## src/rtl/aux_bridge_pkg.sv

```systemverilog
package aux_bridge_pkg;
  typedef enum logic [1:0] {RSP_ACK = 2'b00, RSP_NACK = 2'b01, RSP_I2C_NACK = 2'b10} rsp_code_e;
  typedef enum logic [1:0] {OP_START = 2'd0, OP_WRITE = 2'd1, OP_READ = 2'd2, OP_STOP = 2'd3} i2c_op_e;
  typedef enum logic [2:0] {
    ST_IDLE, ST_NAT, ST_PRESTOP, ST_START, ST_DATA, ST_POSTSTOP, ST_REPLY
  } br_state_e;
  typedef struct packed {
    logic valid;
    logic native;
    logic mot;
    logic rd;
  } cmd_info_t;
endpackage

```

## src/rtl/aux_cmd_decode.sv

```systemverilog
module aux_cmd_decode
  import aux_bridge_pkg::*;
#(
  parameter int LW     = 5,
  parameter int MAXLEN = 16
) (
  input  logic [3:0]    cmd,
  input  logic [LW-1:0] len,
  output cmd_info_t     info
);
  logic code_ok, len_ok;
  // bit1 must be clear; native codes must not carry the continuation flag
  assign code_ok     = !cmd[1] && !(cmd[3] && cmd[2]);
  assign len_ok      = (len != '0) && (len <= LW'(MAXLEN));
  assign info.valid  = code_ok && len_ok;
  assign info.native = cmd[3];
  assign info.mot    = cmd[2] && !cmd[3];
  assign info.rd     = cmd[0];
endmodule

```

## src/rtl/aux_mot_tracker.sv

```systemverilog
module aux_mot_tracker #(
  parameter int AW = 20
) (
  input  logic          clk,
  input  logic          rst,
  input  logic          clr,
  input  logic          set_open,
  input  logic          rec,
  input  logic [AW-1:0] rec_addr,
  input  logic [3:0]    rec_cmd,
  input  logic [AW-1:0] cmp_addr,
  input  logic [3:0]    cmp_cmd,
  output logic          open_o,
  output logic          match_o
);
  logic          open_q;
  logic [AW-1:0] last_addr_q;
  logic [3:0]    last_cmd_q;

  always_ff @(posedge clk) begin
    if (rst) begin
      open_q      <= 1'b0;
      last_addr_q <= '0;
      last_cmd_q  <= '0;
    end else begin
      if (clr)           open_q <= 1'b0;
      else if (set_open) open_q <= 1'b1;
      if (rec) begin
        last_addr_q <= rec_addr;
        last_cmd_q  <= rec_cmd;
      end
    end
  end

  assign open_o  = open_q;
  assign match_o = (cmp_addr == last_addr_q) && (cmp_cmd == last_cmd_q);

  // the cycle after reset the transaction is closed
  assert_reset_closed_R12: assert property (@(posedge clk) disable iff (rst)
    $past(rst) |-> !open_q);
endmodule

```

## src/rtl/aux_i2c_bridge.sv

```systemverilog
module aux_i2c_bridge
  import aux_bridge_pkg::*;
#(
  parameter int AW     = 20,
  parameter int MAXLEN = 16,
  parameter int I2C_AW = 7,
  parameter int LW     = $clog2(MAXLEN + 1)
) (
  input  logic                  clk,
  input  logic                  rst,
  input  logic                  req_valid,
  output logic                  req_ready,
  input  logic [3:0]            req_cmd,
  input  logic [AW-1:0]         req_addr,
  input  logic [LW-1:0]         req_len,
  input  logic [MAXLEN*8-1:0]   req_wdata,
  output logic                  rsp_valid,
  output logic [1:0]            rsp_code,
  output logic [MAXLEN*8-1:0]   rsp_rdata,
  output logic                  mem_en,
  output logic                  mem_we,
  output logic [AW-1:0]         mem_addr,
  output logic [7:0]            mem_wdata,
  input  logic                  mem_ready,
  input  logic                  mem_err,
  input  logic [7:0]            mem_rdata,
  output logic                  i2c_valid,
  output logic [1:0]            i2c_op,
  output logic [I2C_AW-1:0]     i2c_addr,
  output logic                  i2c_rd,
  output logic [7:0]            i2c_wdata,
  input  logic                  i2c_ready,
  input  logic                  i2c_nack,
  input  logic [7:0]            i2c_rdata
);
  localparam int IW = $clog2(MAXLEN);

  br_state_e           st_q;
  cmd_info_t           info_d, info_q;
  logic [3:0]          cmd_q;
  logic [AW-1:0]       addr_q;
  logic [LW-1:0]       len_q;
  logic [IW-1:0]       idx_q;
  logic [MAXLEN*8-1:0] wbuf_q, rbuf_q;
  rsp_code_e           code_q;
  logic                accept, last_byte, mot_open, mot_match;
  logic                trk_clr, trk_set, trk_rec;
  logic [7:0]          wbyte;

  aux_cmd_decode #(.LW(LW), .MAXLEN(MAXLEN)) u_dec (
    .cmd(req_cmd), .len(req_len), .info(info_d));

  assign trk_clr = ((st_q == ST_PRESTOP) || (st_q == ST_POSTSTOP)) && i2c_ready;
  assign trk_set = (st_q == ST_START) && i2c_ready && !i2c_nack;
  assign trk_rec = trk_set && info_q.mot;

  aux_mot_tracker #(.AW(AW)) u_trk (
    .clk(clk), .rst(rst), .clr(trk_clr), .set_open(trk_set), .rec(trk_rec),
    .rec_addr(addr_q), .rec_cmd(cmd_q), .cmp_addr(req_addr), .cmp_cmd(req_cmd),
    .open_o(mot_open), .match_o(mot_match));

  assign req_ready = (st_q == ST_IDLE) || (st_q == ST_REPLY);
  assign accept    = req_valid && req_ready;
  assign last_byte = (LW'(idx_q) == len_q - LW'(1));
  assign wbyte     = wbuf_q[{idx_q, 3'b000} +: 8];

  always_ff @(posedge clk) begin
    if (rst) begin
      st_q   <= ST_IDLE;
      info_q <= '0;
      cmd_q  <= '0;
      addr_q <= '0;
      len_q  <= '0;
      idx_q  <= '0;
      wbuf_q <= '0;
      rbuf_q <= '0;
      code_q <= RSP_ACK;
    end else if (accept) begin
      info_q <= info_d;
      cmd_q  <= req_cmd;
      addr_q <= req_addr;
      len_q  <= req_len;
      idx_q  <= '0;
      wbuf_q <= req_wdata;
      rbuf_q <= '0;
      code_q <= RSP_ACK;
      if (!info_d.valid) begin
        code_q <= RSP_NACK;
        st_q   <= ST_REPLY;
      end else if (info_d.native)      st_q <= ST_NAT;
      else if (!info_d.mot)            st_q <= mot_open ? ST_PRESTOP : ST_START;
      else if (!mot_open)              st_q <= ST_START;
      else                             st_q <= mot_match ? ST_DATA : ST_PRESTOP;
    end else begin
      case (st_q)
        ST_NAT: if (mem_ready) begin
          if (mem_err) begin
            code_q <= RSP_NACK;
            st_q   <= ST_REPLY;
          end else begin
            if (info_q.rd) rbuf_q[{idx_q, 3'b000} +: 8] <= mem_rdata;
            if (last_byte) st_q <= ST_REPLY;
            else           idx_q <= idx_q + 1'b1;
          end
        end
        ST_PRESTOP: if (i2c_ready) st_q <= ST_START;
        ST_START: if (i2c_ready) begin
          if (i2c_nack) begin
            code_q <= RSP_I2C_NACK;
            st_q   <= ST_POSTSTOP;
          end else st_q <= ST_DATA;
        end
        ST_DATA: if (i2c_ready) begin
          if (i2c_nack) begin
            code_q <= RSP_I2C_NACK;
            st_q   <= ST_POSTSTOP;
          end else begin
            if (info_q.rd) rbuf_q[{idx_q, 3'b000} +: 8] <= i2c_rdata;
            if (last_byte) st_q <= info_q.mot ? ST_REPLY : ST_POSTSTOP;
            else           idx_q <= idx_q + 1'b1;
          end
        end
        ST_POSTSTOP: if (i2c_ready) st_q <= ST_REPLY;
        ST_REPLY: st_q <= ST_IDLE;
        default:  st_q <= ST_IDLE;
      endcase
    end
  end

  assign mem_en    = (st_q == ST_NAT);
  assign mem_we    = !info_q.rd;
  assign mem_addr  = addr_q + AW'(idx_q);
  assign mem_wdata = wbyte;

  always_comb begin
    i2c_valid = 1'b1;
    case (st_q)
      ST_PRESTOP, ST_POSTSTOP: i2c_op = OP_STOP;
      ST_START:                i2c_op = OP_START;
      ST_DATA:                 i2c_op = info_q.rd ? OP_READ : OP_WRITE;
      default: begin
        i2c_op    = OP_STOP;
        i2c_valid = 1'b0;
      end
    endcase
  end
  assign i2c_addr  = addr_q[I2C_AW-1:0];
  assign i2c_rd    = info_q.rd;
  assign i2c_wdata = wbyte;

  assign rsp_valid = (st_q == ST_REPLY);
  assign rsp_code  = code_q;
  assign rsp_rdata = rbuf_q;

  // a stalled native access holds its address
  assert_mem_hold_R1: assert property (@(posedge clk) disable iff (rst)
    mem_en && !mem_ready |=> mem_en && $stable(mem_addr));
  // a stalled I2C operation holds its kind
  assert_i2c_hold_R4: assert property (@(posedge clk) disable iff (rst)
    i2c_valid && !i2c_ready |=> i2c_valid && $stable(i2c_op));
  // data bytes move only inside an open transaction
  assert_data_open_R7: assert property (@(posedge clk) disable iff (rst)
    i2c_valid && ((i2c_op == OP_WRITE) || (i2c_op == OP_READ)) |-> mot_open);
  // an I2C_NACK reply leaves the transaction closed
  assert_nack_closed_R10: assert property (@(posedge clk) disable iff (rst)
    rsp_valid && (rsp_code == RSP_I2C_NACK) |-> !mot_open);
  // a plain I2C reply leaves the transaction closed
  assert_plain_closed_R6: assert property (@(posedge clk) disable iff (rst)
    rsp_valid && info_q.valid && !info_q.native && !info_q.mot |-> !mot_open);
  // reply code is always one of the three defined values
  assert_code_legal_R3: assert property (@(posedge clk) disable iff (rst)
    rsp_valid |-> rsp_code != 2'b11);
endmodule

```

## config.mk

```make
export PLATFORM = sky130hd
export DESIGN_NAME = aux_i2c_bridge
export DESIGN_NICKNAME = d
export VERILOG_FILES = /design/src/rtl/aux_bridge_pkg.sv /design/src/rtl/aux_cmd_decode.sv /design/src/rtl/aux_mot_tracker.sv /design/src/rtl/aux_i2c_bridge.sv
export SDC_FILE = /design/constraint.sdc
export NUM_CORES = 1
export LEC_CHECK = 0
export ABC_AREA = 1
export BUFFER_PORTS_ARGS = -buffer_cell sky130_fd_sc_hd__buf_2
export CORE_MARGIN = 2
export CORE_UTILIZATION = 59
export DETAILED_ROUTE_END_ITERATION = 7
export GPL_ROUTABILITY_DRIVEN = 0
export PLACE_DENSITY = 0.86
export SKIP_LAST_GASP = 1
export SYNTH_ARGS = -nofsm -noshare
export SYNTH_HDL_FRONTEND = slang
export SYNTH_SLANG_ARGS = --single-unit
```

## constraint.sdc

```tcl
create_clock -name clk -period 4.5 [get_ports clk]
set_input_delay 0.45 -clock clk [delete_from_list [all_inputs] [get_ports clk]]
set_output_delay 0.45 -clock clk [all_outputs]
set_load 0.05 [all_outputs]
```

==> impl_metrics.prom, run 1 <==
# TYPE chip_impl_metric gauge
chip_impl_metric{name="slowest_delay",unit="ns"} 0.86
chip_impl_metric{name="timing.final.crit_period",unit="ns"} 3.906
chip_impl_metric{name="p_int",unit="uW"} 5822
chip_impl_metric{name="total_nets_after_synthesis",unit=""} 2586
chip_impl_metric{name="die_area",unit="sq mm"} 0.02761
chip_impl_metric{name="path_max_fanout",unit=""} 42
chip_impl_metric{name="synth-compound-area-share",unit="%"} 14.95
chip_impl_metric{name="nNetsFinal",unit=""} 2846
chip_impl_metric{name="floorplan.core_area",unit="sq mm"} 0.02591
chip_impl_info{name="min_path_type",value="input port to register"} 1
chip_impl_info{name="synth_top_family_by_area",value="simple AND/OR/NAND/NOR gates"} 1
chip_impl_metric{name="worstPathArrival",unit="ns"} 3.46
chip_impl_metric{name="cts_buffers",unit=""} 34
chip_impl_info{name="yosys_most_used_dff",value="sky130_fd_sc_hd__dfxtp_1"} 1
chip_impl_metric{name="route.detailed.vias_per_inst",unit=""} 5.459
chip_impl_metric{name="starting_utilization_of_the_core_area",unit="%"} 59.89
chip_impl_metric{name="fin_worst_skew",unit="ns"} 0.008308
chip_impl_metric{name="antenna_found_initial",unit=""} 1
chip_impl_metric{name="drv_slew",unit=""} 0
chip_impl_metric{name="die_w",unit="microns"} 166.2
chip_impl_metric{name="achievable-frequency",unit="MHz"} 256.0
chip_impl_metric{name="dp_hpwl",unit="mm"} 33.87
chip_impl_metric{name="core.rowCount",unit=""} 59
chip_impl_metric{name="grt_max_degree",unit=""} 132
chip_impl_metric{name="drc_violation_total_after_the_first_tritonroute_iteration",unit=""} 1633
chip_impl_info{name="synth_top_area_cell",value="sky130_fd_sc_hd__dfxtp_1"} 1
chip_impl_metric{name="gr-usage-all-layers",unit="%"} 32.88
chip_impl_metric{name="max-clock-path-buffers",unit=""} 3
chip_impl_metric{name="synthSimpleGateAreaFrac",unit="%"} 30.54
chip_impl_metric{name="insertion_delay",unit="ns"} 0.51
chip_impl_metric{name="port-buffer-count",unit=""} 360
chip_impl_metric{name="finalWirelength",unit="mm"} 47.88
chip_impl_metric{name="ports_placed_on_the_boundary",unit=""} 361
chip_impl_metric{name="routed_wire_length_per_instance",unit="microns"} 15.89
chip_impl_info{name="tritoncts",value="done"} 1
chip_impl_metric{name="pwr-share-comb",unit="%"} 34.7
chip_impl_info{name="worst-setup-path-type",value="register to output pin"} 1
chip_impl_metric{name="tightestPinTransition",unit="ns"} 1.269
chip_impl_metric{name="timing.setup.tns",unit="ns"} 0
chip_impl_info{name="grt_setup_unrepaired",value="false"} 1
chip_impl_metric{name="finalSetupViolations",unit=""} 0
chip_impl_metric{name="postCtsResizedCells",unit=""} 0
chip_impl_metric{name="switching_portion_of_total_power",unit="%"} 40.60
chip_impl_metric{name="vias",unit=""} 16449
chip_impl_metric{name="power-per-cell-area",unit="mW/mm^2"} 535.9
chip_impl_metric{name="synth.mux.area_fraction",unit="%"} 0
chip_impl_metric{name="layout-area-overhead-vs-synth",unit="%"} 17.87
chip_impl_metric{name="wire_length_of_the_first_global_routing_pass",unit="mm"} 74.57
chip_impl_info{name="status",value="finished, final reports clean"} 1
chip_impl_info{name="crit_path_top_cell_by_count",value="sky130_fd_sc_hd__nor2_1"} 1
chip_impl_metric{name="detail_route.drc_violations",unit=""} 0
chip_impl_info{name="worst_setup_path_end_kind",value="output pin"} 1
chip_impl_metric{name="cp.required",unit="ns"} 4.05
chip_impl_metric{name="power.switching",unit="uW"} 3979
chip_impl_metric{name="timing.final.crit_share",unit="%"} 86.81
chip_impl_metric{name="detailedPlace.worstSlack",unit="ns"} 1.164
chip_impl_info{name="critical-path-top-delay-family",value="flip-flops"} 1
chip_impl_metric{name="cts_htree_levels",unit=""} 2
chip_impl_metric{name="cts_hold_repair.buffers",unit=""} 0
chip_impl_metric{name="finalCoreUtilization",unit="%"} 70.59
chip_impl_metric{name="cts_setup_buffers",unit=""} 0
chip_impl_metric{name="finalNonFillerCells",unit=""} 3013
chip_impl_metric{name="cts.reportedPaths.clkPinSlew",unit="ns"} 0.06
chip_impl_metric{name="netlist_instances",unit=""} 2396
chip_impl_metric{name="power.share.sequential",unit="%"} 37.0
chip_impl_metric{name="synth_adder_area_share",unit="%"} 0.8547
chip_impl_metric{name="yosysWarningCount",unit=""} 0
chip_impl_metric{name="syn-cell-area",unit="sq mm"} 0.01552
chip_impl_metric{name="design_power_total",unit="uW"} 9802
chip_impl_metric{name="drtAntennaViolNets",unit=""} 0
chip_impl_metric{name="clock-sinks",unit=""} 320
chip_impl_info{name="startpoint_type",value="register"} 1
chip_impl_metric{name="post-synth-top-area-fraction",unit="%"} 41.28
chip_impl_info{name="critical_path.slowest_cell",value="sky130_fd_sc_hd__dfxtp_2"} 1
chip_impl_metric{name="flip_flop_and_latch_count_after_synthesis",unit=""} 320
chip_impl_metric{name="detail_route.first_pass.iterations",unit=""} 6
chip_impl_metric{name="avgSynthCellArea",unit="sq um"} 6.476
chip_impl_metric{name="synth_edf_count",unit=""} 0
chip_impl_info{name="cell_types_with_the_largest_area_share_after_synthesis",value="sky130_fd_sc_hd__dfxtp_1, sky130_fd_sc_hd__nor2_1, sky130_fd_sc_hd__nand2_1, sky130_fd_sc_hd__o21ai_0, sky130_fd_sc_hd__inv_1"} 1
chip_impl_metric{name="layout-drive-gt1-share",unit="%"} 16.96
chip_impl_metric{name="hold_violations",unit=""} 0
chip_impl_metric{name="synthDistinctLibCells",unit=""} 34
chip_impl_metric{name="die-height",unit="microns"} 166.2
chip_impl_metric{name="grt_remaining_overflow",unit=""} 0
chip_impl_metric{name="power.leakage",unit="uW"} 0.008867
chip_impl_info{name="cts-root-buf",value="sky130_fd_sc_hd__clkbuf_16"} 1
chip_impl_metric{name="minimum_setup_slack_in_the_final_design",unit="ns"} 0.5936
chip_impl_metric{name="synth_seq_area_share",unit="%"} 41.28
chip_impl_metric{name="vias_in_the_first_global_route",unit=""} 14882
chip_impl_metric{name="async_reset_ff_share",unit="%"} 0
chip_impl_metric{name="cap_violations",unit=""} 0
chip_impl_metric{name="yosys.area_share.xor_xnor",unit="%"} 1.403
chip_impl_metric{name="timing.critical_path.buf_inv",unit=""} 3
chip_impl_info{name="crit_path_cell_trace",value="ha_1, inv_1, fa_1, nor2_1, a21oi_1, nor3_1, buf_4, nand3_1, nor2_1, xor2_1, buf_2"} 1
chip_impl_metric{name="vdd_ir_drop_max",unit="V"} 0.0004629
chip_impl_metric{name="post-place-cells",unit=""} 2955
chip_impl_metric{name="power.share.clock",unit="%"} 28.4
chip_impl_metric{name="slew_headroom",unit="%"} 15.43
==> sequential cells by signal, indices dropped and copies added, names as in the netlist <==
| name | cells |
|---|---|
| addr_q | 20 |
| cmd_q | 4 |
| idx_q | 4 |
| info_q | 1 |
| len_q | 5 |
| rsp_code | 2 |
| rsp_rdata | 128 |
| st_q | 3 |
| u_trk.last_addr_q | 20 |
| u_trk.last_cmd_q | 4 |
| u_trk.open_o | 1 |
| wbuf_q | 128 |
==> cells in the mapped netlist (2+ instances only) <==
master and instances:
sky130_fd_sc_hd__buf_1 10, sky130_fd_sc_hd__dfxtp_1 320, sky130_fd_sc_hd__inv_1 262, sky130_fd_sc_hd__o221ai_1 10, sky130_fd_sc_hd__nand3_1 134, sky130_fd_sc_hd__ha_1 9, sky130_fd_sc_hd__inv_2 7, sky130_fd_sc_hd__nand4_1 16
sky130_fd_sc_hd__a21oi_1 89, sky130_fd_sc_hd__nor2_1 519, sky130_fd_sc_hd__xor2_1 16, sky130_fd_sc_hd__clkinv_1 2, sky130_fd_sc_hd__o2111ai_1 4, sky130_fd_sc_hd__clkbuf_1 89, sky130_fd_sc_hd__buf_2 37, sky130_fd_sc_hd__nor2_2 2
sky130_fd_sc_hd__nand3_2 4, sky130_fd_sc_hd__o21ai_0 286, sky130_fd_sc_hd__o22ai_1 8, sky130_fd_sc_hd__buf_4 17, sky130_fd_sc_hd__o31ai_1 18, sky130_fd_sc_hd__xnor2_1 7, sky130_fd_sc_hd__nor3_1 39, sky130_fd_sc_hd__a211oi_1 2
sky130_fd_sc_hd__nand2_1 466, sky130_fd_sc_hd__a31oi_1 15
==> cell families (layout without fill, tap and decap cells) <==
kind of cell	count (synthesis)	count (layout)
adder cells (fa/ha/maj)	10	10
AO/OA/AOI/OAI	435	435
buffers and inverters	424	705
other	0	1
XOR/XNOR	24	24
flip-flops	320	320
AND/OR/NAND/NOR	1183	1183
==> path summary, 6_finish.rpt <==
kind / start / end / slack [ns] / depth (start not counted)
setup / recovery: idx_q[0] / mem_addr[16] / 0.59 / 11
hold / removal: i2c_ready / u_trk.open_o / 0.15 / 2
setup reg to reg: idx_q[2] / rsp_rdata[63] / 0.97 / 8
hold reg to reg: u_trk.last_cmd_q[2] / u_trk.last_cmd_q[2] / 0.46 / 2
==> cell usage in the layout (no fill, tap or decap), types with 2 or more instances in the layout <==
master	count
sky130_fd_sc_hd__nand3_1	134
sky130_fd_sc_hd__ha_1	9
sky130_fd_sc_hd__a31oi_1	15
sky130_fd_sc_hd__nand3_2	4
sky130_fd_sc_hd__a211oi_1	2
sky130_fd_sc_hd__nor3_1	39
sky130_fd_sc_hd__xor2_1	16
sky130_fd_sc_hd__clkbuf_8	2
sky130_fd_sc_hd__o2111ai_1	4
sky130_fd_sc_hd__bufinv_16	3
sky130_fd_sc_hd__a21oi_1	88
sky130_fd_sc_hd__nor2_4	2
sky130_fd_sc_hd__buf_2	360
sky130_fd_sc_hd__nor2_2	2
sky130_fd_sc_hd__o22ai_1	8
sky130_fd_sc_hd__nand4_1	16
sky130_fd_sc_hd__inv_1	259
sky130_fd_sc_hd__a21oi_2	2
sky130_fd_sc_hd__buf_4	17
sky130_fd_sc_hd__o21ai_0	286
sky130_fd_sc_hd__o31ai_1	18
sky130_fd_sc_hd__xnor2_1	7
sky130_fd_sc_hd__clkbuf_16	35
sky130_fd_sc_hd__nand2_1	466
sky130_fd_sc_hd__clkbuf_1	3
sky130_fd_sc_hd__clkinv_1	2
sky130_fd_sc_hd__clkinv_2	12
sky130_fd_sc_hd__o221ai_1	10
sky130_fd_sc_hd__inv_6	2
sky130_fd_sc_hd__inv_2	8
sky130_fd_sc_hd__nor2_1	518
sky130_fd_sc_hd__dfxtp_1	319
==> power by group through the flow <==
stage	sequential [uW]	combinational, uW	clock, uW
6_report	3620	3400	2780
3_3_place_gp	3650	3270	0
2_1_floorplan	3590	2620	0
3_5_place_dp	3670	3350	0
5_1_grt	3670	3730	2900
4_1_cts	3610	3370	2800
==> routing by layer <==
layer	vias to the layer above	wire, microns	track usage (%)
li1	8081	-	-
met1	7372	18620	40.53
met2	845	23160	57.69
met3	151	4166	4.814
met4	0	1933	13.38
met5	-	0	0
==> final cells by class <==
| type | count | area [sq um] |
|---|---|---|
| Antenna cell | 1 | 2.502 |
| Clock buffer | 40 | 914.6 |
| Clock inverter | 17 | 170.2 |
| Multi-Input combinational cell | 1652 | 7426 |
| Timing Repair Buffer | 377 | 1929 |
| Fill cell | 2192 | 7621 |
| Inverter | 271 | 1021 |
| Tap cell | 335 | 419.2 |
| Sequential cell | 320 | 6407 |
==> per-stage QoR <==
| stage | instance area [sq um] | hold WS, ns |
|---|---|---|
| 2_1_floorplan | 15520 | 0.4291 |
| 3_3_place_gp | 17200 | 0.4406 |
| 3_5_place_dp | 17200 | 0.4601 |
| 4_1_cts | 18290 | 0.1374 |
| 5_1_grt | 18290 | 0.1647 |
| 6_report | 18290 | 0.1547 |
No activity file was read; power rests on OpenSTA's default activity.
==> inputs of run 2 (changes only) <==
--- a/config.mk
+++ b/config.mk
@@ -15,4 +15,5 @@
 export SKIP_LAST_GASP = 1
 export SYNTH_ARGS = -nofsm -noshare
 export SYNTH_HDL_FRONTEND = slang
+export SYNTH_HIERARCHICAL = 1
 export SYNTH_SLANG_ARGS = --single-unit
==> impl_metrics.prom, run 2 <==
# TYPE chip_impl_metric gauge
chip_impl_metric{name="detail_route.first_pass.iterations",unit=""} 6
chip_impl_metric{name="vias",unit=""} 15728
chip_impl_metric{name="fin_worst_skew",unit="ns"} 0.01413
chip_impl_metric{name="netlist_instances",unit=""} 2251
chip_impl_metric{name="postCtsResizedCells",unit=""} 0
chip_impl_metric{name="route.detailed.vias_per_inst",unit=""} 5.482
chip_impl_metric{name="cts_buffers",unit=""} 34
chip_impl_metric{name="floorplan.core_area",unit="sq mm"} 0.02591
chip_impl_metric{name="drtAntennaViolNets",unit=""} 0
chip_impl_metric{name="worstPathArrival",unit="ns"} 4.15
chip_impl_metric{name="die-height",unit="microns"} 165.9
chip_impl_info{name="worst-setup-path-type",value="register to register"} 1
chip_impl_metric{name="layout-drive-gt1-share",unit="%"} 19.58
chip_impl_metric{name="vdd_ir_drop_max",unit="V"} 0.0004246
chip_impl_metric{name="synth_edf_count",unit=""} 0
chip_impl_metric{name="syn-cell-area",unit="sq mm"} 0.01546
chip_impl_metric{name="drv_slew",unit=""} 0
chip_impl_metric{name="ports_placed_on_the_boundary",unit=""} 361
chip_impl_metric{name="total_nets_after_synthesis",unit=""} 2441
chip_impl_metric{name="nNetsFinal",unit=""} 2701
chip_impl_metric{name="vias_in_the_first_global_route",unit=""} 13994
chip_impl_metric{name="die_w",unit="microns"} 165.9
chip_impl_metric{name="cts_htree_levels",unit=""} 2
chip_impl_metric{name="antenna_found_initial",unit=""} 2
chip_impl_info{name="startpoint_type",value="register"} 1
chip_impl_info{name="grt_setup_unrepaired",value="false"} 1
chip_impl_info{name="layout.cells.most_common",value="sky130_fd_sc_hd__nor2_1"} 1
chip_impl_metric{name="post-synth-top-area-fraction",unit="%"} 41.56
chip_impl_metric{name="cap_violations",unit=""} 0
chip_impl_metric{name="achievable-frequency",unit="MHz"} 266.8
chip_impl_metric{name="async_reset_ff_share",unit="%"} 0
chip_impl_metric{name="finalCoreUtilization",unit="%"} 69.89
chip_impl_metric{name="starting_utilization_of_the_core_area",unit="%"} 59.68
chip_impl_metric{name="area_of_combinational_cells_with_multiple_inputs",unit="sq mm"} 0.007427
chip_impl_metric{name="detail_route.drc_violations",unit=""} 0
chip_impl_metric{name="wire_length_of_the_first_global_routing_pass",unit="mm"} 70.53
chip_impl_metric{name="timing.final.crit_period",unit="ns"} 3.748
chip_impl_info{name="min_path_type",value="input port to register"} 1
chip_impl_metric{name="tightestPinTransition",unit="ns"} 0.9942
chip_impl_metric{name="core.rowCount",unit=""} 59
chip_impl_metric{name="flip_flop_and_latch_count_after_synthesis",unit=""} 321
chip_impl_metric{name="max-clock-path-buffers",unit=""} 3
chip_impl_info{name="tritoncts",value="done"} 1
chip_impl_metric{name="cts.reportedPaths.clkPinSlew",unit="ns"} 0.07
chip_impl_metric{name="sequential_cell_area",unit="sq mm"} 0.006427
chip_impl_metric{name="power-per-cell-area",unit="mW/mm^2"} 546.8
chip_impl_info{name="worst_setup_path_end_kind",value="register"} 1
chip_impl_metric{name="grt_remaining_overflow",unit=""} 0
chip_impl_metric{name="slew_headroom",unit="%"} 33.72
chip_impl_info{name="cts-root-buf",value="sky130_fd_sc_hd__clkbuf_16"} 1
chip_impl_metric{name="path_max_fanout",unit=""} 29
chip_impl_info{name="cell_types_with_the_largest_area_share_after_synthesis",value="sky130_fd_sc_hd__dfxtp_1, sky130_fd_sc_hd__nor2_1, sky130_fd_sc_hd__nand2_1, sky130_fd_sc_hd__o21ai_0, sky130_fd_sc_hd__inv_1"} 1
chip_impl_metric{name="finalSetupViolations",unit=""} 0
chip_impl_metric{name="cts_hold_repair.buffers",unit=""} 0
chip_impl_metric{name="synth_seq_area_share",unit="%"} 41.56
chip_impl_info{name="synth.cells.most_frequent",value="sky130_fd_sc_hd__nor2_1, sky130_fd_sc_hd__nand2_1, sky130_fd_sc_hd__dfxtp_1"} 1
chip_impl_metric{name="routed_wire_length_per_instance",unit="microns"} 15.87
chip_impl_info{name="mostFrequentLayoutCells",value="sky130_fd_sc_hd__nor2_1, sky130_fd_sc_hd__buf_2, sky130_fd_sc_hd__nand2_1, sky130_fd_sc_hd__dfxtp_1, sky130_fd_sc_hd__o21ai_0"} 1
chip_impl_metric{name="timing.final.crit_share",unit="%"} 83.28
chip_impl_metric{name="cts_setup_buffers",unit=""} 0
chip_impl_metric{name="layout-area-overhead-vs-synth",unit="%"} 17.11
chip_impl_info{name="synth.most_common_cell",value="sky130_fd_sc_hd__nor2_1"} 1
chip_impl_metric{name="grt_max_degree",unit=""} 97
chip_impl_info{name="yosys_most_used_dff",value="sky130_fd_sc_hd__dfxtp_1"} 1
chip_impl_metric{name="avgSynthCellArea",unit="sq um"} 6.870
chip_impl_metric{name="clock-sinks",unit=""} 321
chip_impl_metric{name="drc_violation_total_after_the_first_tritonroute_iteration",unit=""} 1570
chip_impl_metric{name="timing.setup.tns",unit="ns"} 0
chip_impl_metric{name="power.leakage",unit="uW"} 0.008464
chip_impl_info{name="status",value="finished, final reports clean"} 1
chip_impl_metric{name="yosysWarningCount",unit=""} 6
chip_impl_metric{name="cp.required",unit="ns"} 4.90
chip_impl_info{name="synth_top_area_cell",value="sky130_fd_sc_hd__dfxtp_1"} 1
chip_impl_metric{name="gr-usage-all-layers",unit="%"} 30.99
chip_impl_metric{name="insertion_delay",unit="ns"} 0.52
chip_impl_metric{name="dp_hpwl",unit="mm"} 32.55
chip_impl_metric{name="finalWirelength",unit="mm"} 45.54
chip_impl_metric{name="die_area",unit="sq mm"} 0.02752
chip_impl_metric{name="synthDistinctLibCells",unit=""} 46
chip_impl_metric{name="hold_violations",unit=""} 0
chip_impl_metric{name="port-buffer-count",unit=""} 360
chip_impl_metric{name="final.fill_count",unit=""} 2202
[run 2: cell types whose count changed after synthesis, sizes merged, moves of 10 or more]
cell    previous run  this run
buf               64        81
a31oi             15         5
nor2             522       533
o21ai            286       272
nor3              39        25
inv              269       219
a21oi             90       111
clkbuf            89        70
nand2            467       358
o31ai             18        28
[run 2: metrics by stage]
| step | area, sq um | hold slack (ns) | power (uW) | setup WS (ns) | instances |
|---|---|---|---|---|---|
| 6_report | 18110 | 0.1793 | 9903 | 0.7524 | 2869 |
| 3_5_place_dp | 17030 | 0.4314 | 7148 | 0.8702 | 2810 |
| 2_1_floorplan | 15460 | 0.4437 | 6390 | 0.8747 | 2251 |
| 5_1_grt | 18110 | 0.1878 | 10410 | 0.4971 | 2869 |
| 3_3_place_gp | 17030 | 0.4272 | 7059 | 1.037 | 2810 |
| 4_1_cts | 18110 | 0.1758 | 9872 | 0.8165 | 2868 |
[run 2: kinds of logic after synthesis]
kind of cell	synth area share, %
simple gates	29.07
flops	41.56
xor+xnor	1.594
fa+ha+maj	0.8577
buf+inv	10.51
compound gates	16.41
[run 2: final timing paths]
check                      from              to  slack (ns)  depth (start not counted)
setup / recovery       idx_q[1]  rsp_rdata[120]        0.75                          9
hold / removal    req_wdata[15]      wbuf_q[15]        0.18                          3
setup reg to reg       idx_q[1]  rsp_rdata[120]        0.75                          9
hold reg to reg   rsp_rdata[27]   rsp_rdata[27]        0.44                          2
[run 2: layer usage]
layer  track usage [%]  wire length (microns)  up-vias
met5                 0                      0        -
li1                  -                      -     7710
met4             12.17                   1765        0
met2             55.01                  22490      754
met1             38.15                  17950     7142
met3             4.099                   3342      122
[run 2: power by group]
| group | internal (uW) | switching [uW] | total [uW] |
|---|---|---|---|
| logic | 930 | 2540 | 3470 |
| clock network | 1600 | 1140 | 2740 |
| registers | 3340 | 344 | 3690 |
| total | 5870 | 4030 | 9900 |
[run 2: worst max-delay path, cell delays in order (launching register included)]
cell,delay [ns]
sky130_fd_sc_hd__dfxtp_1,0.31
sky130_fd_sc_hd__inv_1,0.49
sky130_fd_sc_hd__ha_1,0.39
sky130_fd_sc_hd__xnor2_4,0.26
sky130_fd_sc_hd__inv_2,0.56
sky130_fd_sc_hd__nand2_1,0.20
sky130_fd_sc_hd__nor2_1,0.72
sky130_fd_sc_hd__nand2_1,0.43
sky130_fd_sc_hd__nor2_1,0.20
sky130_fd_sc_hd__nor2_1,0.06
[run 2: layout make-up]
class                      count  share of cell area (%)
clock inverter                10                  0.6909
timing repair buffer         375                   10.57
tap                          335                   2.314
clock buffer                  48                   5.265
inverter                     221                   4.643
antenna                        1                 0.01382
multi-input combinational   1558                   41.01
sequential                   321                   35.49
==> inputs of run 3 (changes only) <==
--- a/config.mk
+++ b/config.mk
@@ -8,10 +8,10 @@
 export ABC_AREA = 1
 export BUFFER_PORTS_ARGS = -buffer_cell sky130_fd_sc_hd__buf_2
 export CORE_MARGIN = 2
-export CORE_UTILIZATION = 59
+export CORE_UTILIZATION = 54
 export DETAILED_ROUTE_END_ITERATION = 7
 export GPL_ROUTABILITY_DRIVEN = 0
-export PLACE_DENSITY = 0.86
+export PLACE_DENSITY = 0.8
 export SKIP_LAST_GASP = 1
 export SYNTH_ARGS = -nofsm -noshare
 export SYNTH_HDL_FRONTEND = slang
==> constraint.sdc (replaced) <==
create_clock -name clk -period 3.8 [get_ports clk]
set_input_delay 0.38 -clock clk [delete_from_list [all_inputs] [get_ports clk]]
set_output_delay 0.38 -clock clk [all_outputs]
set_load 0.05 [all_outputs]
==> impl_metrics.prom, run 3 (synthesized netlist as in run 2, its figures left out) <==
# TYPE chip_impl_metric gauge
chip_impl_info{name="status",value="finished, final reports clean"} 1
chip_impl_metric{name="clock-sinks",unit=""} 321
chip_impl_metric{name="die-height",unit="microns"} 173.2
chip_impl_metric{name="layout-area-overhead-vs-synth",unit="%"} 17.99
chip_impl_metric{name="wire_length_of_the_first_global_routing_pass",unit="mm"} 72.42
chip_impl_metric{name="timing.final.crit_share",unit="%"} 90.83
chip_impl_metric{name="power.share.sequential",unit="%"} 36.8
chip_impl_info{name="startpoint_type",value="register"} 1
chip_impl_metric{name="hold_violations",unit=""} 0
chip_impl_metric{name="cap_violations",unit=""} 0
chip_impl_metric{name="minimum_setup_slack_in_the_final_design",unit="ns"} 0.3485
chip_impl_info{name="critical-path-top-delay-family",value="simple AND/OR/NAND/NOR gates"} 1
chip_impl_info{name="crit_path_cell_trace",value="ha_1, inv_1, fa_1, nand3b_1, nand2_1, nand3_1, nor2_1, nand2_1, nor2_1, nand3_1, xnor2_1, buf_2"} 1
chip_impl_metric{name="cts_htree_levels",unit=""} 2
chip_impl_metric{name="cts_buffers",unit=""} 34
chip_impl_metric{name="finalWirelength",unit="mm"} 46.14
chip_impl_metric{name="antenna_found_initial",unit=""} 1
chip_impl_metric{name="nNetsFinal",unit=""} 2705
chip_impl_metric{name="cts_setup_buffers",unit=""} 0
chip_impl_metric{name="design_power_total",unit="uW"} 11860
chip_impl_metric{name="fin_worst_skew",unit="ns"} 0.009631
chip_impl_metric{name="layout-drive-gt1-share",unit="%"} 19.78
chip_impl_metric{name="path_max_fanout",unit=""} 4
chip_impl_metric{name="dp_hpwl",unit="mm"} 32.99
chip_impl_metric{name="gr-usage-all-layers",unit="%"} 29.27
chip_impl_info{name="min_path_type",value="input port to register"} 1
chip_impl_metric{name="vias_in_the_first_global_route",unit=""} 13998
chip_impl_metric{name="grt_max_degree",unit=""} 175
chip_impl_metric{name="drtAntennaViolNets",unit=""} 0
chip_impl_metric{name="insertion_delay",unit="ns"} 0.51
chip_impl_metric{name="achievable-frequency",unit="MHz"} 289.7
chip_impl_metric{name="switching_portion_of_total_power",unit="%"} 40.14
chip_impl_metric{name="slowest_delay",unit="ns"} 0.39
chip_impl_metric{name="detailedPlace.worstSlack",unit="ns"} 0.8688
chip_impl_info{name="top_layer_used",value="met4"} 1
chip_impl_info{name="tritoncts",value="done"} 1
chip_impl_info{name="layout.cells.most_common",value="sky130_fd_sc_hd__nor2_1"} 1
chip_impl_metric{name="port-buffer-count",unit=""} 360
chip_impl_metric{name="power.leakage",unit="uW"} 0.008513
chip_impl_metric{name="detail_route.drc_violations",unit=""} 0
chip_impl_info{name="mostFrequentLayoutCells",value="sky130_fd_sc_hd__nor2_1, sky130_fd_sc_hd__buf_2, sky130_fd_sc_hd__nand2_1, sky130_fd_sc_hd__dfxtp_1, sky130_fd_sc_hd__o21ai_0"} 1
chip_impl_info{name="grt_setup_unrepaired",value="false"} 1
chip_impl_metric{name="postCtsResizedCells",unit=""} 0
chip_impl_metric{name="die_area",unit="sq mm"} 0.03001
chip_impl_metric{name="routed_wire_length_per_instance",unit="microns"} 15.82
chip_impl_metric{name="power.switching",unit="uW"} 4760
chip_impl_metric{name="vias",unit=""} 15593
chip_impl_metric{name="met2_wirelength",unit="mm"} 22.21
chip_impl_metric{name="timing.final.crit_period",unit="ns"} 3.451
chip_impl_metric{name="vdd_ir_drop_max",unit="V"} 0.0005938
chip_impl_metric{name="die_w",unit="microns"} 173.2
chip_impl_metric{name="starting_utilization_of_the_core_area",unit="%"} 55.21
chip_impl_metric{name="tightestPinTransition",unit="ns"} 0.8472
chip_impl_metric{name="grt_remaining_overflow",unit=""} 0
chip_impl_metric{name="timing.hold.ws",unit="ns"} 0.1242
chip_impl_metric{name="ports_placed_on_the_boundary",unit=""} 361
chip_impl_info{name="worst-setup-path-type",value="register to output pin"} 1
chip_impl_info{name="critical_path.slowest_cell",value="sky130_fd_sc_hd__fa_1"} 1
chip_impl_metric{name="dr_wl_met3",unit="mm"} 3.568
chip_impl_metric{name="pwr-share-comb",unit="%"} 34.8
chip_impl_metric{name="final.fill_count",unit=""} 2519
chip_impl_metric{name="power-per-cell-area",unit="mW/mm^2"} 649.9
chip_impl_metric{name="max-clock-path-buffers",unit=""} 3
chip_impl_metric{name="finalSetupViolations",unit=""} 0
chip_impl_info{name="cts-root-buf",value="sky130_fd_sc_hd__clkbuf_16"} 1
chip_impl_metric{name="power.share.clock",unit="%"} 28.5
chip_impl_metric{name="cts_hold_repair.buffers",unit=""} 0
chip_impl_info{name="worst_setup_path_end_kind",value="output pin"} 1
chip_impl_metric{name="route.detailed.vias_per_inst",unit=""} 5.346
chip_impl_metric{name="drv_slew",unit=""} 0
chip_impl_metric{name="floorplan.core_area",unit="sq mm"} 0.02801
chip_impl_metric{name="core.rowCount",unit=""} 61
chip_impl_metric{name="slew_headroom",unit="%"} 43.52
chip_impl_metric{name="cts.reportedPaths.clkPinSlew",unit="ns"} 0.06
chip_impl_metric{name="p_int",unit="uW"} 7099
chip_impl_metric{name="timing.critical_path.buf_inv",unit=""} 2
chip_impl_metric{name="wirelength_met1",unit="mm"} 18.69
chip_impl_metric{name="finalCoreUtilization",unit="%"} 65.14
chip_impl_metric{name="cp.required",unit="ns"} 3.42
chip_impl_metric{name="detail_route.first_pass.iterations",unit=""} 6
chip_impl_metric{name="timing.setup.tns",unit="ns"} 0
chip_impl_metric{name="worstPathArrival",unit="ns"} 3.07
chip_impl_metric{name="drc_violation_total_after_the_first_tritonroute_iteration",unit=""} 1495
## run 3: worst min-delay path: stages
cell and delay (ns):
sky130_fd_sc_hd__buf_2 0.07, sky130_fd_sc_hd__o21ai_0 0.07, sky130_fd_sc_hd__nor2_1 0.07
## run 3: final cells by class
cell class              instances  area (sq um)  share of cell area [%]
diodes                          1         2.502                 0.01371
clock buffers                  46         947.2                   5.191
clock inverters                13         171.4                  0.9395
inverters                     221         840.8                   4.608
multi-input cells            1558          7427                   40.71
flip-flops and latches        321          6427                   35.23
well taps                     378         473.0                   2.592
repair buffers                379          1957                   10.72
## run 3: worst paths after layout
check / start / to / slack, ns / depth (start not counted)
worst max-delay path: addr_q[0] / mem_addr[14] / 0.35 / 12
worst min-delay path: req_wdata[92] / wbuf_q[92] / 0.12 / 3
worst max register to register: idx_q[0] / rsp_rdata[125] / 0.79 / 10
worst min register to register: rsp_rdata[13] / rsp_rdata[13] / 0.44 / 2
## run 3: metrics by stage
step	instance area, sq um	cells
after floorplan	15460	2251
after global routing	18250	2917
final	18250	2917
after detailed placement	17130	2857
after CTS	18240	2916
after global placement	17130	2857
## run 3: power groups by stage
stage               clock network (uW)  logic (uW)  registers [uW]
finish                            3380        4120            4360
global route                      3550        4530            4420
CTS                               3410        4090            4350
detailed placement                   0        4070            4420
global placement                     0        4010            4390
floorplan                            0        3220            4350
## run 3: per-layer routing
layer	vias up	global-route usage, %
li1	7715	-
met1	7083	37.52
met2	689	49.82
met3	106	4.342
met4	0	11.23
met5	-	0
